[src/rtl/tcs_pkg.sv]
package tcs_pkg;
  typedef enum logic {
    SPD_SLOW  = 1'b0,
    SPD_TURBO = 1'b1
  } speed_e;
endpackage

[src/rtl/tcs_port_match.sv]
module tcs_port_match #(
  parameter int ADDR_W     = 8,
  parameter int PORT_BASE  = 'h98,
  parameter int PORT_COUNT = 4
) (
  input  logic              io_strobe,
  input  logic [ADDR_W-1:0] io_addr,
  output logic              video_hit
);
  logic [PORT_COUNT-1:0] eq;

  // one comparator per port in the video group
  for (genvar i = 0; i < PORT_COUNT; i++) begin : g_cmp
    assign eq[i] = (io_addr == ADDR_W'(PORT_BASE + i));
  end

  assign video_hit = io_strobe && (|eq);
endmodule

[src/rtl/tcs_hold_timer.sv]
module tcs_hold_timer #(
  parameter int HOLD_W = 16
) (
  input  logic              clk,
  input  logic              rst_n,
  input  logic              slow_tick,
  input  logic              retrig,
  input  logic [HOLD_W-1:0] hold_len,
  output logic              hold_busy
);
  logic              armed;
  logic [HOLD_W-1:0] remain;

  // slow is wanted before the first load, while counting, and on an access
  assign hold_busy = !armed || (remain != '0) || retrig;

  always_ff @(posedge clk or negedge rst_n) begin
    if (!rst_n) begin
      armed  <= 1'b0;
      remain <= '0;
    end else if (!armed || retrig) begin
      armed  <= 1'b1;
      remain <= hold_len;
    end else if (slow_tick && (remain != '0)) begin
      remain <= remain - 1'b1;
    end
  end

  p_reload_r5: assert property (@(posedge clk) disable iff (!rst_n)
    retrig |=> (remain == $past(hold_len)));

  p_no_growth_r4: assert property (@(posedge clk) disable iff (!rst_n)
    (armed && !retrig) |=> (remain <= $past(remain)));

  p_idle_tick_r4: assert property (@(posedge clk) disable iff (!rst_n)
    (armed && !retrig && !slow_tick) |=> $stable(remain));
endmodule

[src/rtl/tcs_ce_select.sv]
module tcs_ce_select
  import tcs_pkg::*;
(
  input  logic clk,
  input  logic rst_n,
  input  logic fast_ce,
  input  logic slow_ce,
  input  logic want_slow,
  output logic cpu_ce,
  output logic turbo_on
);
  speed_e cur;
  logic   window;

  assign window = !fast_ce && !slow_ce;

  always_ff @(posedge clk or negedge rst_n) begin
    if (!rst_n)      cur <= SPD_SLOW;
    else if (window) cur <= want_slow ? SPD_SLOW : SPD_TURBO;
  end

  assign cpu_ce   = (cur == SPD_SLOW) ? slow_ce : fast_ce;
  assign turbo_on = (cur == SPD_TURBO);

  p_switch_window_r6: assert property (@(posedge clk) disable iff (!rst_n)
    (cur != $past(cur)) |-> (!$past(fast_ce) && !$past(slow_ce)));

  p_no_stray_pulse_r7: assert property (@(posedge clk) disable iff (!rst_n)
    cpu_ce |-> (fast_ce || slow_ce));
endmodule

[src/rtl/turbo_clk_switch.sv]
module turbo_clk_switch #(
  parameter int ADDR_W     = 8,
  parameter int PORT_BASE  = 'h98,
  parameter int PORT_COUNT = 4,
  parameter int HOLD_W     = 16
) (
  input  logic              clk,
  input  logic              rst_n,
  input  logic              fast_ce,
  input  logic              slow_ce,
  input  logic              io_strobe,
  input  logic [ADDR_W-1:0] io_addr,
  input  logic [HOLD_W-1:0] hold_cycles,
  output logic              cpu_ce,
  output logic              turbo_active
);
  logic video_hit;
  logic busy;

  tcs_port_match #(
    .ADDR_W(ADDR_W), .PORT_BASE(PORT_BASE), .PORT_COUNT(PORT_COUNT)
  ) u_match (
    .io_strobe(io_strobe), .io_addr(io_addr), .video_hit(video_hit)
  );

  tcs_hold_timer #(.HOLD_W(HOLD_W)) u_timer (
    .clk(clk), .rst_n(rst_n), .slow_tick(slow_ce), .retrig(video_hit),
    .hold_len(hold_cycles), .hold_busy(busy)
  );

  tcs_ce_select u_sel (
    .clk(clk), .rst_n(rst_n), .fast_ce(fast_ce), .slow_ce(slow_ce),
    .want_slow(busy), .cpu_ce(cpu_ce), .turbo_on(turbo_active)
  );

  p_busy_holds_slow_r2: assert property (@(posedge clk) disable iff (!rst_n)
    (busy && !turbo_active) |=> !turbo_active);

  p_turbo_drives_fast_r8: assert property (@(posedge clk) disable iff (!rst_n)
    turbo_active |-> (cpu_ce == fast_ce));
endmodule

[config.mk]
export PLATFORM = sky130hd
export DESIGN_NAME = turbo_clk_switch
export DESIGN_NICKNAME = d
export VERILOG_FILES = /design/src/rtl/tcs_pkg.sv /design/src/rtl/tcs_port_match.sv /design/src/rtl/tcs_hold_timer.sv /design/src/rtl/tcs_ce_select.sv /design/src/rtl/turbo_clk_switch.sv
export SDC_FILE = /design/constraint.sdc
export NUM_CORES = 1
export LEC_CHECK = 0
export ABC_AREA = 0
export BUFFER_PORTS_ARGS = -buffer_cell sky130_fd_sc_hd__buf_2
export CAP_MARGIN = 10
export CORE_ASPECT_RATIO = 2
export CORE_UTILIZATION = 35
export CTS_BUF_LIST = sky130_fd_sc_hd__clkbuf_8
export DETAILED_ROUTE_END_ITERATION = 16
export SLEW_MARGIN = 20
export SYNTH_ARGS = -nofsm -noshare
export SYNTH_HDL_FRONTEND = slang
export SYNTH_HIERARCHICAL = 1
export SYNTH_SLANG_ARGS = --single-unit
[constraint.sdc]
create_clock -name clk -period 2.22 [get_ports clk]
set_clock_uncertainty 0.2 [all_clocks]
set_input_delay 0.555 -clock clk [delete_from_list [all_inputs] [get_ports clk]]
set_output_delay 0.555 -clock clk [all_outputs]
set_load 0.01 [all_outputs]
[Yosys cells after proc, flatten, opt, wreduce, memory -nomap -nowiden]
Cells that the tools add are included.
Word-level totals
  bits in registers: 18
  bits of input ports: 29
  output and inout port bits: 2
  logic and storage cells: 24
Operators by class
  add/sub/neg operators: 1
  equality and inequality tests: 4
  multiplexer cells: 4
  reductions and logical operators: 12
Operators with widths (number)
  $eq A8 B8 Y1 const B: 4
  $mux W16: 2
  $reduce_bool A16 Y1: 1
  $sub A16 B1 Y16 const B: 1
  $reduce_or A4 Y1: 1
  $logic_and A1 B1 Y1: 3
  $logic_not A1 Y1: 3
  $logic_or A1 B1 Y1: 3
  $mux W1: 2
  $reduce_bool A2 Y1: 1

[Logic depth before layout (Yosys ltp)]
Gate-level depths: netlist (run 1).
  depth in word-level cells: 5
  mapped depth: 8
  depth with buffers taken out: 7

[By module]
Netlist (run 1), hierarchy kept.
Modules (own cells, without submodules)
  tcs_hold_timer: times used 1, cells each 119, area each 1001.0 µm²
  tcs_ce_select: times used 1, cells each 4, area each 52.6 µm²
  tcs_port_match: times used 1, cells each 2, area each 23.8 µm²

[Worst setup path after synthesis (run 1)]
No wires, ideal clock.
  kind: reg2reg
  from: register u_timer.remain[8]
  to: register u_timer.remain[1]
  arrival time: 2.172 ns
  data required time: 1.941 ns
  slack: -0.231 ns
  cell stages (with the launch flop): 7
  period minus slack after synthesis: 2.451 ns
  cells stage by stage: dfrtp_1 or4_4 or4_1 buf_2 or2_4 a21oi_4 mux2i_1
Between the ends
  word-level cells in the longest chain between the ends: 3
Ends and longest elaborated chain
  start: declaration: RTL line tcs_hold_timer.sv:12  | logic [HOLD_W-1:0] remain;
  start signal: assignment: RTL line tcs_hold_timer.sv:23  | remain <= hold_len;
  start signal: assignment: RTL line tcs_hold_timer.sv:25  | remain <= remain - 1'b1;
  $reduce_bool A16 Y1: RTL line tcs_hold_timer.sv:24  | end else if (slow_tick && (remain != '0)) begin
  $logic_and A1 B1 Y1: RTL line tcs_hold_timer.sv:24
  $reduce_bool A2 Y1 (no source line)
Every way passes these cells.
A chain may end at the register's enable or synchronous reset.

[Final worst setup path (run 1)]
  from: register u_timer.remain[10]
  to: register u_timer.remain[5]
Same word-level chain as after synthesis.

==> results.md, run 1 <==
* Critical path's most frequent cell: sky130_fd_sc_hd__or4_4
* Worst stage delay on the critical path at 540 ps
* Share of synthesized cell area in and, or, nand and nor gates at 28.8%
* Final std cells w/o fill at 200
* Count of unique library cells instantiated by Yosys at 38
* Worst EP arrival at 2280 ps
* Port-buffer cells at 28
* Critical Path Source: u_timer/remain[10]
* Share of synthesized cell area in full adder, half adder and majority cells at 1.16%
* Number of slew-limit violations in the final report at 0
* CTS H-tree lvls at 1
* CTS tree: built
* Die Wd at 41.2 um
* Number of antenna diodes at 0
* Via count normalized by instance count at 5.53
* Filler instances at 312
* Clock period minus final worst setup slack at 2350 ps
* Setup repair after global routing missed its margin: true
* Depth of the worst register-to-register path at 6
* Hold buffers post-CTS at 0
* Avg Cell Area, Syn at 8.62 um2
* Launch point of the worst reg-to-reg path: u_timer/remain[10]
* Critical setup path kind: flop to flop
* Cell area after layout at 1460 um2
* Commonest register cell after synthesis: sky130_fd_sc_hd__dfrtp_1
* Worst setup slack before clock tree synthesis at -115 ps
* Peak supply drop at 0.000404 V
* Final design utilization at 49.7%
* Failing checks: negative setup slack
* Type of origin of the critical path: flop
* HP Class: primary input to asynchronous set/reset pin
* Leftover overflow at the end of global routing at 0
* Max-cap violation count at 0
* Area enclosed by the die boundary at 3320 um2
* Final number of setup-violating endpoints at 12
* Warnings from Yosys at 6
* Cell chain of the critical path: or4_4 > or4_4 > or2_4 > a21oi_4 > buf_4 > o21ai_1
* Post-Place Cell Area at 1370 um2
* Fmax at 0.426 GHz
* Number of global-route vias before repair at 1051
* Vertical extent of the die at 80.5 um
* Layout area overhead at 35.9%
* Most frequent standard cell in the layout excluding fill and tap cells: sky130_fd_sc_hd__buf_2
* Via count at 1105
* Antenna violations before repair at 0
* DRC violations left at 0
* Power Dens Cells at 546 nW/um2
* Clock network latency to the later pin of the worst-skew pair at 250 ps
* Global-route wire length before repair at 4560 um
* Mapped Nets at 155
* Max Buffers Root-to-Sink at 2
* Sum of buffers and inverters on the critical path at 1
* Outcome: complete, but fails checks
* Post-synthesis compound-gate area fraction at 20.0%
* Area of the mapped netlist at 1080 um2
* Parity-gate share of the synthesized area counting xor and xnor cells at 1.63%
* Kind of end point of the critical path: flop
* Num Clock Sinks at 18
* Main combinational cell family by area after synthesis: simple AND/OR/NAND/NOR gates
* Flip-flop and latch count after synthesis at 18
* Number of violations reported at the end of detailed-routing iteration 0 at 46
* Data required, critical path at 2160 ps
* Cell count after synthesis at 125
* Ratio of cells with drive above 1 in the final layout at 37.1%
* Cell class contributing the biggest share of worst-path delay: simple AND/OR/NAND/NOR gates
* Area inside the core boundary at 2940 um2
* DPL Wire Length at 2180 um
* Total global routing track utilization at 19.9%
* I/O Pins at 31
* WL per Instance at 14.3 um
* Part of the cycle the worst path needs at 106%
* Count of endpoints failing hold in the final timing report at 0
* Row cnt at 28
* Worst path setup slack after routing at -127 ps
* Number of nets in the layout at 202
* Part of the Yosys area used for sequential elements at 41.8%
* Highest fanout seen on the critical path at 5
* Number of flops mapped to enable cells by yosys at 0
* Antenna Violating Nets Remaining at 0
* Root buf cell: sky130_fd_sc_hd__clkbuf_8
* Number of placed instances, taps included at 193
* Total number of cells along the worst setup path at 6
* Async set-reset flop share out of synthesis at 100%
* Multiplexer area fraction after synthesis at 3.25%
* Starting density of the core at 36.6%
* Static power due to leakage at 0.000655 uW
* Maximum number of pins on one net before global-route repair at 19
* Number of buffers inserted during clock tree synthesis at 3
* Routability congestion estimate from global placement at 0.838
* Routed WL at 2860 um
* Commonest non-fill, non-tap cells in the layout: sky130_fd_sc_hd__buf_2 (28), sky130_fd_sc_hd__buf_4 (19), sky130_fd_sc_hd__dfrtp_1 (18)
* Total Negative Setup Slacks at -861 ps
* First drt pass iteration count at 4
* Critical-path cell with the highest stage delay: sky130_fd_sc_hd__or4_4
* Clock slew seen by the registers of the worst setup and hold paths at 70 ps
[final cells by class]
cell class	instances	area (um2)	share of cell area, %
Sequential cell	18	450	30.8
Clock buffer	3	41.3	2.82
Timing Repair Buffer	48	303	20.7
Multi-Input combinational cell	99	624	42.6
Inverter	2	7.51	0.513
Tap cell	30	37.5	2.56
[timing repair]
action,4_1_cts,5_1_grt
setup buffers,1,3
pin swaps,1,2
gates resized for setup,2,7
setup endpoints to repair,10,13
[worst paths after layout]
| path | end | slack (ps) |
|---|---|---|
| setup / recovery | u_timer/remain[5] | -130 |
| hold / removal | u_timer/remain[8] | 40 |
| setup reg to reg | u_timer/remain[5] | -130 |
| hold reg to reg | u_timer/remain[15] | 320 |
| max in group asynchronous | u_timer/remain[4] | 1480 |
| min in group clk | u_timer/remain[7] | 300 |
[flip-flops by register name (all words and copies together) (netlist names)]
register	count
u_sel/turbo_on	1
u_timer/armed	1
u_timer/remain	16
[through the flow]
stage | hold WS, ps | total power [uW]
2_1_floorplan | 59.4 | 485
3_3_place_gp | 306 | 561
3_5_place_dp | 306 | 568
4_1_cts | 47.2 | 805
5_1_grt | 66.9 | 849
6_report | 38.4 | 799
[cell usage after synthesis, types with 2 or more instances]
library cell / count / area (um2)
sky130_fd_sc_hd__dfrtp_1: 18 / 450
sky130_fd_sc_hd__nor2_1: 14 / 52.6
sky130_fd_sc_hd__nand2_1: 12 / 45.0
sky130_fd_sc_hd__o21ai_0: 10 / 50.1
sky130_fd_sc_hd__a21oi_1: 9 / 45.0
sky130_fd_sc_hd__nand3_1: 8 / 40.0
sky130_fd_sc_hd__clkbuf_1: 4 / 15.0
sky130_fd_sc_hd__nor3_1: 4 / 20.0
sky130_fd_sc_hd__a31oi_1: 3 / 18.8
sky130_fd_sc_hd__and3_1: 3 / 18.8
sky130_fd_sc_hd__o31ai_1: 3 / 22.5
sky130_fd_sc_hd__a22oi_1: 2 / 15.0
sky130_fd_sc_hd__buf_2: 2 / 10.0
sky130_fd_sc_hd__inv_1: 2 / 7.51
sky130_fd_sc_hd__mux2i_1: 2 / 20.0
sky130_fd_sc_hd__nand2b_1: 2 / 12.5
sky130_fd_sc_hd__nand4b_1: 2 / 17.5
sky130_fd_sc_hd__nor2b_1: 2 / 12.5
sky130_fd_sc_hd__nor4_1: 2 / 12.5
sky130_fd_sc_hd__o211ai_1: 2 / 15.0
sky130_fd_sc_hd__or3_1: 2 / 12.5
[metal layers]
metal | global-route usage [%] | up-vias | share of wire [%]
met2 | 33.8 | 28 | 58
met3 | 1.66 | 2 | 3.0
met4 | 8.39 | 0 | 1.1
li1 | - | 548 | -
met5 | 0 | - | 0
met1 | 23.6 | 527 | 38
[kinds of logic after synthesis]
| logic type | Yosys count |
|---|---|
| simple gates | 58 |
| xor+xnor | 2 |
| mux | 3 |
| other cells | 1 |
| fa+ha+maj | 1 |
| flops | 18 |
| buf+inv | 8 |
| compound gates | 34 |
[report_power, final]
part / total [uW] / leakage (uW) / internal, uW / switching, uW
sequential: 388 / 0.000216 / 361 / 26.8
combinational: 184 / 0.000417 / 89.4 / 94.5
clock: 227 / 0.0000216 / 120 / 107
total: 799 / 0.000655 / 571 / 228
[worst register-to-register path: cells and delay by family (launching register included)]
kind	cells	cell delay [ps]
flip-flops	1	390
AND/OR/NAND/NOR	3	1260
buffers and inverters	1	140
AO/OA/AOI/OAI	2	240
Power figures use the tool's default switching activity.
==> run 2, diff against run 1 <==
--- a/config.mk
+++ b/config.mk
@@ -12,6 +12,7 @@
 export CORE_UTILIZATION = 35
 export CTS_BUF_LIST = sky130_fd_sc_hd__clkbuf_8
 export DETAILED_ROUTE_END_ITERATION = 16
+export SETUP_SLACK_MARGIN = 0.5
 export SLEW_MARGIN = 20
 export SYNTH_ARGS = -nofsm -noshare
 export SYNTH_HDL_FRONTEND = slang
==> run 2 against run 1 <==
Effect of this change: the run still ends with negative setup slack left; power up 0.92%; critical path depth is 1 higher; global-route usage increased by 1.1 points; clock-buffer cell count unchanged; first-iteration DRC count rose by 11%; cell count shrank 1.0%; register-to-register slack is essentially flat; sequential share of layout area shrank 0.62 points; clock power about the same; combinational power is 5% higher.
==> results.md, run 2 (same netlist as run 1, synthesis figures left out) <==
* Kind of end point of the critical path: flop
* Failing checks: negative setup slack
* Ratio of cells with drive above 1 in the final layout at 36.9% (-0.15 points)
* HP Class: primary input to asynchronous set/reset pin
* Starting density of the core at 36.6% (unchanged)
* Post-Route Hold Slack at 29.6 ps (-8.82 ps)
* Count of endpoints failing hold in the final timing report at 0 (unchanged)
* Via count normalized by instance count at 5.61 (+1.6%)
* Routability congestion estimate from global placement at 0.842 (+0.48%)
* Clock period minus final worst setup slack at 2360 ps (+8.72 ps)
* Cell class contributing the biggest share of worst-path delay: simple AND/OR/NAND/NOR gates
* Worst stage delay on the critical path at 530 ps (about the same)
* Total global routing track utilization at 21.0% (+1.1 points)
* Cell chain of the critical path: or4_4 > or4_4 > or2_4 > buf_4 > buf_6 > nand2_1 > a21oi_2
* Power Dens Cells at 540 nW/um2 (-1.1%)
* Filler instances at 301 (-3.5%)
* DRC violations left at 0 (unchanged)
* Clk pwr share at 28.2% (-0.2 points)
* Number of antenna diodes at 0 (unchanged)
* Number of global-route vias before repair at 1094 (+4.1%)
* Worst path setup slack after routing at -136 ps (-8.72 ps)
* Highest fanout seen on the critical path at 4 (-1)
* Number of nets in the layout at 200 (-0.99%)
* Commonest non-fill, non-tap cells in the layout: sky130_fd_sc_hd__buf_2 (26), sky130_fd_sc_hd__dfrtp_1 (18), sky130_fd_sc_hd__buf_4 (16)
* Total routed wire length on the met1 layer at 1150 um (+4.8%)
* Critical setup path kind: flop to flop
* Port-buffer cells at 28 (unchanged)
* Number of violations reported at the end of detailed-routing iteration 0 at 51 (+11%)
* Num Clock Sinks at 18 (unchanged)
* Sum of buffers and inverters on the critical path at 2 (+1)
* Antenna Violating Nets Remaining at 0 (unchanged)
* Fmax at 0.424 GHz (-0.37%)
* Worst EP arrival at 2290 ps (about the same)
* Pint at 571 uW (about the same)
* DPL Wire Length at 2150 um (-1.5%)
* Relative contribution of combinational cells to total power at 23.9% (+0.9 points)
* Data required, critical path at 2160 ps (about the same)
* Most frequent standard cell in the layout excluding fill and tap cells: sky130_fd_sc_hd__buf_2
* Root buf cell: sky130_fd_sc_hd__clkbuf_8
* First drt pass iteration count at 4 (unchanged)
* Critical path's most frequent cell: sky130_fd_sc_hd__or4_4
* Switching share of total power at 29.2% (+0.62 points)
* Static power due to leakage at 0.000657 uW (+0.26%)
* Clock slew seen by the registers of the worst setup and hold paths at 70 ps (about the same)
* CTS tree: built
* Critical-path cell with the highest stage delay: sky130_fd_sc_hd__or4_4
* Relative contribution of sequential cells to total power at 47.9% (-0.6 points)
* Number of slew-limit violations in the final report at 0 (unchanged)
* Outcome: complete, but fails checks
* Global-route wire length before repair at 4800 um (+5.3%)
* Leftover overflow at the end of global routing at 0 (unchanged)
* Setup repair after global routing missed its margin: true
* Met3 routed wirelength at 74 um (-14%)
* Type of origin of the critical path: flop
* Routed WL at 2950 um (+3.2%)
* Area enclosed by the die boundary at 3320 um2 (unchanged)
* I/O Pins at 31 (unchanged)
* Number of buffers inserted during clock tree synthesis at 3 (unchanged)
* Row cnt at 28 (unchanged)
* Die Wd at 41.2 um (unchanged)
* Layout area overhead at 38.7%
* Hold buffers post-CTS at 0 (unchanged)
* CTS H-tree lvls at 1 (unchanged)
* Switching power at 235 uW (+3.1%)
* Via count at 1111 (+0.54%)
* Final design utilization at 50.8% (+1.0 points)
* Number of flip-flops in the largest register at 16 (unchanged)
* Part of the cycle the worst path needs at 106% (+0.39 points)
* Final number of setup-violating endpoints at 11 (-1)
* Maximum number of pins on one net before global-route repair at 22 (+3)
* Vertical extent of the die at 80.5 um (unchanged)
* Antenna violations before repair at 0 (unchanged)
* Area inside the core boundary at 2940 um2 (unchanged)
* Max Buffers Root-to-Sink at 2 (unchanged)
* Largest Register: u_timer/remain
* Met2 Routed Length at 1700 um (+3.2%)
* Uppermost layer routed: met4
* Peak supply drop at 0.000309 V (-23%)
* WL per Instance at 14.9 um (+4.2%)
* Max-cap violation count at 0 (unchanged)
* Clock network latency to the later pin of the worst-skew pair at 250 ps (about the same)
==> run 2: changes by cell type in the layout (fill, tap and decap cells not counted), sizes merged <==
cell,previous run,this run
buf,48,46
==> run 2: layout make-up <==
| cell class | instances | area, um2 | share of cell area [%] |
|---|---|---|---|
| Sequential cell | 18 | 450 | 30.2 |
| Clock buffer | 3 | 41.3 | 2.76 |
| Multi-Input combinational cell | 99 | 649 | 43.5 |
| Inverter | 2 | 7.51 | 0.503 |
| Timing Repair Buffer | 46 | 308 | 20.6 |
| Tap cell | 30 | 37.5 | 2.51 |
==> run 2: through the flow <==
stage / power (uW) / cell area [um2] / setup TNS (ps) / std cells / worst slack [ps]
after floorplan: 485 / 1090 / -508 / 125 / -118
after global placement: 562 / 1360 / -392 / 192 / -83.3
after detailed placement: 569 / 1360 / -628 / 192 / -107
after CTS: 814 / 1490 / -881 / 198 / -119
after global routing: 852 / 1490 / -1730 / 198 / -191
final: 806 / 1490 / -1020 / 198 / -136
==> run 2: layer usage <==
layer	vias up	GRT usage, %
met5	-	0
met4	0	8.71
met3	2	1.66
met2	24	37.2
met1	541	23.4
li1	544	-
==> run 2: path summary, 6_finish.rpt <==
check                                    from                 end  slack (ps)  cells after the start
min                                     rst_n      u_sel/turbo_on          30                      1
max                        u_timer/remain[10]   u_timer/remain[4]        -140                      7
max reg2reg                u_timer/remain[10]   u_timer/remain[4]        -140                      7
min in group clk                      fast_ce      u_sel/turbo_on         310                      2
max in group asynchronous               rst_n   u_timer/remain[6]        1490                      1
min reg2reg                u_timer/remain[15]  u_timer/remain[15]         320                      2
==> run 2: timing repair <==
item / 4_1_cts / 5_1_grt
pin swaps: 4 / 4
gates resized for setup: 13 / 3
setup endpoints to repair: 18 / 18
buffers inserted: 3 / 0
==> run 2: power groups by stage <==
stage / combinational, uW / clock (uW) / sequential (uW)
after floorplan: 95.7 / 0 / 390
after global placement: 172 / 0 / 390
after detailed placement: 178 / 0 / 391
after CTS: 190 / 237 / 386
after global routing: 214 / 247 / 391
final: 193 / 227 / 386
==> run 3, diff against run 2 <==
--- a/config.mk
+++ b/config.mk
@@ -8,10 +8,10 @@
 export ABC_AREA = 0
 export BUFFER_PORTS_ARGS = -buffer_cell sky130_fd_sc_hd__buf_2
 export CAP_MARGIN = 10
-export CORE_ASPECT_RATIO = 2
-export CORE_UTILIZATION = 35
+export CORE_UTILIZATION = 48
 export CTS_BUF_LIST = sky130_fd_sc_hd__clkbuf_8
 export DETAILED_ROUTE_END_ITERATION = 16
+export PLACE_DENSITY = 0.84
 export SETUP_SLACK_MARGIN = 0.5
 export SLEW_MARGIN = 20
 export SYNTH_ARGS = -nofsm -noshare
==> run 3 against run 2 <==
Effect of this change: sequential power is essentially flat; routed wire length grew 12%; fmax shrank 2.6%; first-iteration DRC count grew 18%; combinational power grew 7%; the run still ends with negative setup slack left; die area shrank 27%.
==> results.md, run 3 (same netlist as run 1, synthesis figures left out) <==
* Clock network latency to the later pin of the worst-skew pair at 260 ps (about the same)
* Antenna violations before repair at 0 (unchanged)
* Switching power at 256 uW (+9.0%)
* Fmax at 0.413 GHz (-2.6%)
* Worst stage delay on the critical path at 540 ps (about the same)
* Num Clock Sinks at 18 (unchanged)
* Cell class contributing the biggest share of worst-path delay: simple AND/OR/NAND/NOR gates
* Part of the cycle the worst path needs at 109% (+2.9 points)
* Worst EP arrival at 2400 ps (+110 ps)
* Count of endpoints failing hold in the final timing report at 0 (unchanged)
* Via count normalized by instance count at 5.95 (+6.0%)
* Rel. slew slack at 66.0%
* Slew of the pin with the lowest slew margin at 509 ps
* Pint at 615 uW (+7.8%)
* Largest Register: u_timer/remain
* Maximum number of pins on one net before global-route repair at 22 (unchanged)
* Most frequent standard cell in the layout excluding fill and tap cells: sky130_fd_sc_hd__buf_2
* WL per Instance at 16.2 um (+8.9%)
* Critical path's most frequent cell: sky130_fd_sc_hd__or4_4
* Number of buffers inserted during clock tree synthesis at 3 (unchanged)
* Cell chain of the critical path: or4_4 > or4_4 > buf_4 > buf_6 > o2111ai_4 > o211ai_1 > o21ai_1
* DPL Wire Length at 1950 um (-9.2%)
* Worst path setup slack after routing at -200 ps (-64.0 ps)
* Critical-path cell with the highest stage delay: sky130_fd_sc_hd__or4_4
* Routed WL at 3310 um (+12%)
* Root buf cell: sky130_fd_sc_hd__clkbuf_8
* Power Dens Cells at 538 nW/um2 (-0.22%)
* Kind of end point of the critical path: flop
* Number of global-route vias before repair at 1195 (+9.2%)
* Type of origin of the critical path: flop
* Max-cap violation count at 0 (unchanged)
* Leftover overflow at the end of global routing at 0 (unchanged)
* Via count at 1213 (+9.2%)
* Number of slew-limit violations in the final report at 0 (unchanged)
* Static power due to leakage at 0.000712 uW (+8.5%)
* Number of violations reported at the end of detailed-routing iteration 0 at 60 (+18%)
* Number of antenna diodes at 0 (unchanged)
* Area inside the core boundary at 2040 um2 (-31%)
* Failing checks: negative setup slack
* Max Buffers Root-to-Sink at 2 (unchanged)
* Final design utilization at 79.3% (+29 points)
* Total Negative Setup Slacks at -1770 ps (-749 ps)
* Antenna Violating Nets Remaining at 0 (unchanged)
* Number of nets in the layout at 208 (+4.0%)
* Number of flip-flops in the largest register at 16 (unchanged)
* HP Class: primary input to asynchronous set/reset pin
* Row cnt at 16 (-43%)
* Area enclosed by the die boundary at 2440 um2 (-27%)
* DRC violations left at 0 (unchanged)
* Clock period minus final worst setup slack at 2420 ps (+64.0 ps)
* Clock slew seen by the registers of the worst setup and hold paths at 70 ps (about the same)
* Relative contribution of sequential cells to total power at 44.6% (-3.3 points)
* Ratio of cells with drive above 1 in the final layout at 42.4% (+5.5 points)
* Peak supply drop at 0.000536 V (+73%)
* Commonest non-fill, non-tap cells in the layout: sky130_fd_sc_hd__buf_2 (25), sky130_fd_sc_hd__dfrtp_1 (18), sky130_fd_sc_hd__buf_4 (18)
* First drt pass iteration count at 5 (+1)
* Data required, critical path at 2200 ps (+40 ps)
* Filler instances at 130 (-57%)
* CTS tree: built
* Die Wd at 49.4 um (+20%)
* I/O Pins at 31 (unchanged)
* Pwr Total at 872 uW (+8.1%)
* Sum of buffers and inverters on the critical path at 2 (unchanged)
* Outcome: complete, but fails checks
* Critical setup path kind: flop to flop
* Relative contribution of combinational cells to total power at 23.8% (about the same)
* CTS H-tree lvls at 1 (unchanged)
* Layout area overhead at 50.3%
* Switching share of total power at 29.4% (+0.25 points)
* Routability congestion estimate from global placement at 0.881 (+4.6%)
* Final number of setup-violating endpoints at 16 (+5)
* Port-buffer cells at 28 (unchanged)
* Setup repair after global routing missed its margin: true
* Global-route wire length before repair at 5000 um (+4.0%)
* Clk pwr share at 31.7% (+3.5 points)
* Total global routing track utilization at 26.5% (+5.5 points)
* Vertical extent of the die at 49.4 um (-39%)
* Highest fanout seen on the critical path at 4 (unchanged)
* Starting density of the core at 52.8% (+16 points)
* Post-Route Hold Slack at 12.8 ps (-16.8 ps)
run 3: per-layer routing:
layer  vias up  global-route usage (%)  wire [um]
met2        59                    49.1       1710
met1       576                    30.9       1290
met3        11                    5.92        239
met5         -                       0          0
li1        567                       -          -
met4         0                    5.71         63
run 3: through the flow:
| stage | cells | instance area, um2 | setup WS [ps] |
|---|---|---|---|
| detailed placement | 188 | 1350 | -121 |
| global route | 204 | 1620 | -235 |
| global placement | 188 | 1350 | -80.9 |
| finish | 204 | 1620 | -200 |
| floorplan | 125 | 1090 | -118 |
| CTS | 199 | 1520 | -90.9 |
run 3: worst paths after layout:
check,slack [ps],to,start,depth (start not counted)
worst max-delay path,-200,u_timer/remain[5],u_timer/remain[10],7
worst min-delay path,10,u_sel/turbo_on,rst_n,1
worst max register to register,-200,u_timer/remain[5],u_timer/remain[10],7
worst min register to register,330,u_timer/remain[15],u_timer/remain[15],2
max in group asynchronous,1510,u_timer/remain[11],rst_n,1
min in group clk,310,u_timer/remain[12],hold_cycles[12],3
run 3: power by group through the flow:
stage	Sequential [uW]	Combinational (uW)	Clock [uW]
2_1_floorplan	390	95.7	0
3_3_place_gp	389	166	0
6_report	388	207	276
4_1_cts	386	188	279
5_1_grt	392	226	294
3_5_place_dp	391	174	0
run 3: what timing repair did:
action | CTS | global route
pin swaps | 1 | 7
gates resized for setup | 16 | 16
gates cloned | 0 | 0
setup buffers | 7 | 5
setup endpoints to repair | 18 | 18
hold buffers | 0 | 0
run 3: cell type report:
type	count	area, um2	share of cell area [%]
repair buffers	54	393	24.3
flip-flops and latches	18	450	27.8
multi-input cells	99	679	42.0
clock buffers	4	55.1	3.40
inverters	2	7.51	0.464
well taps	27	33.8	2.09
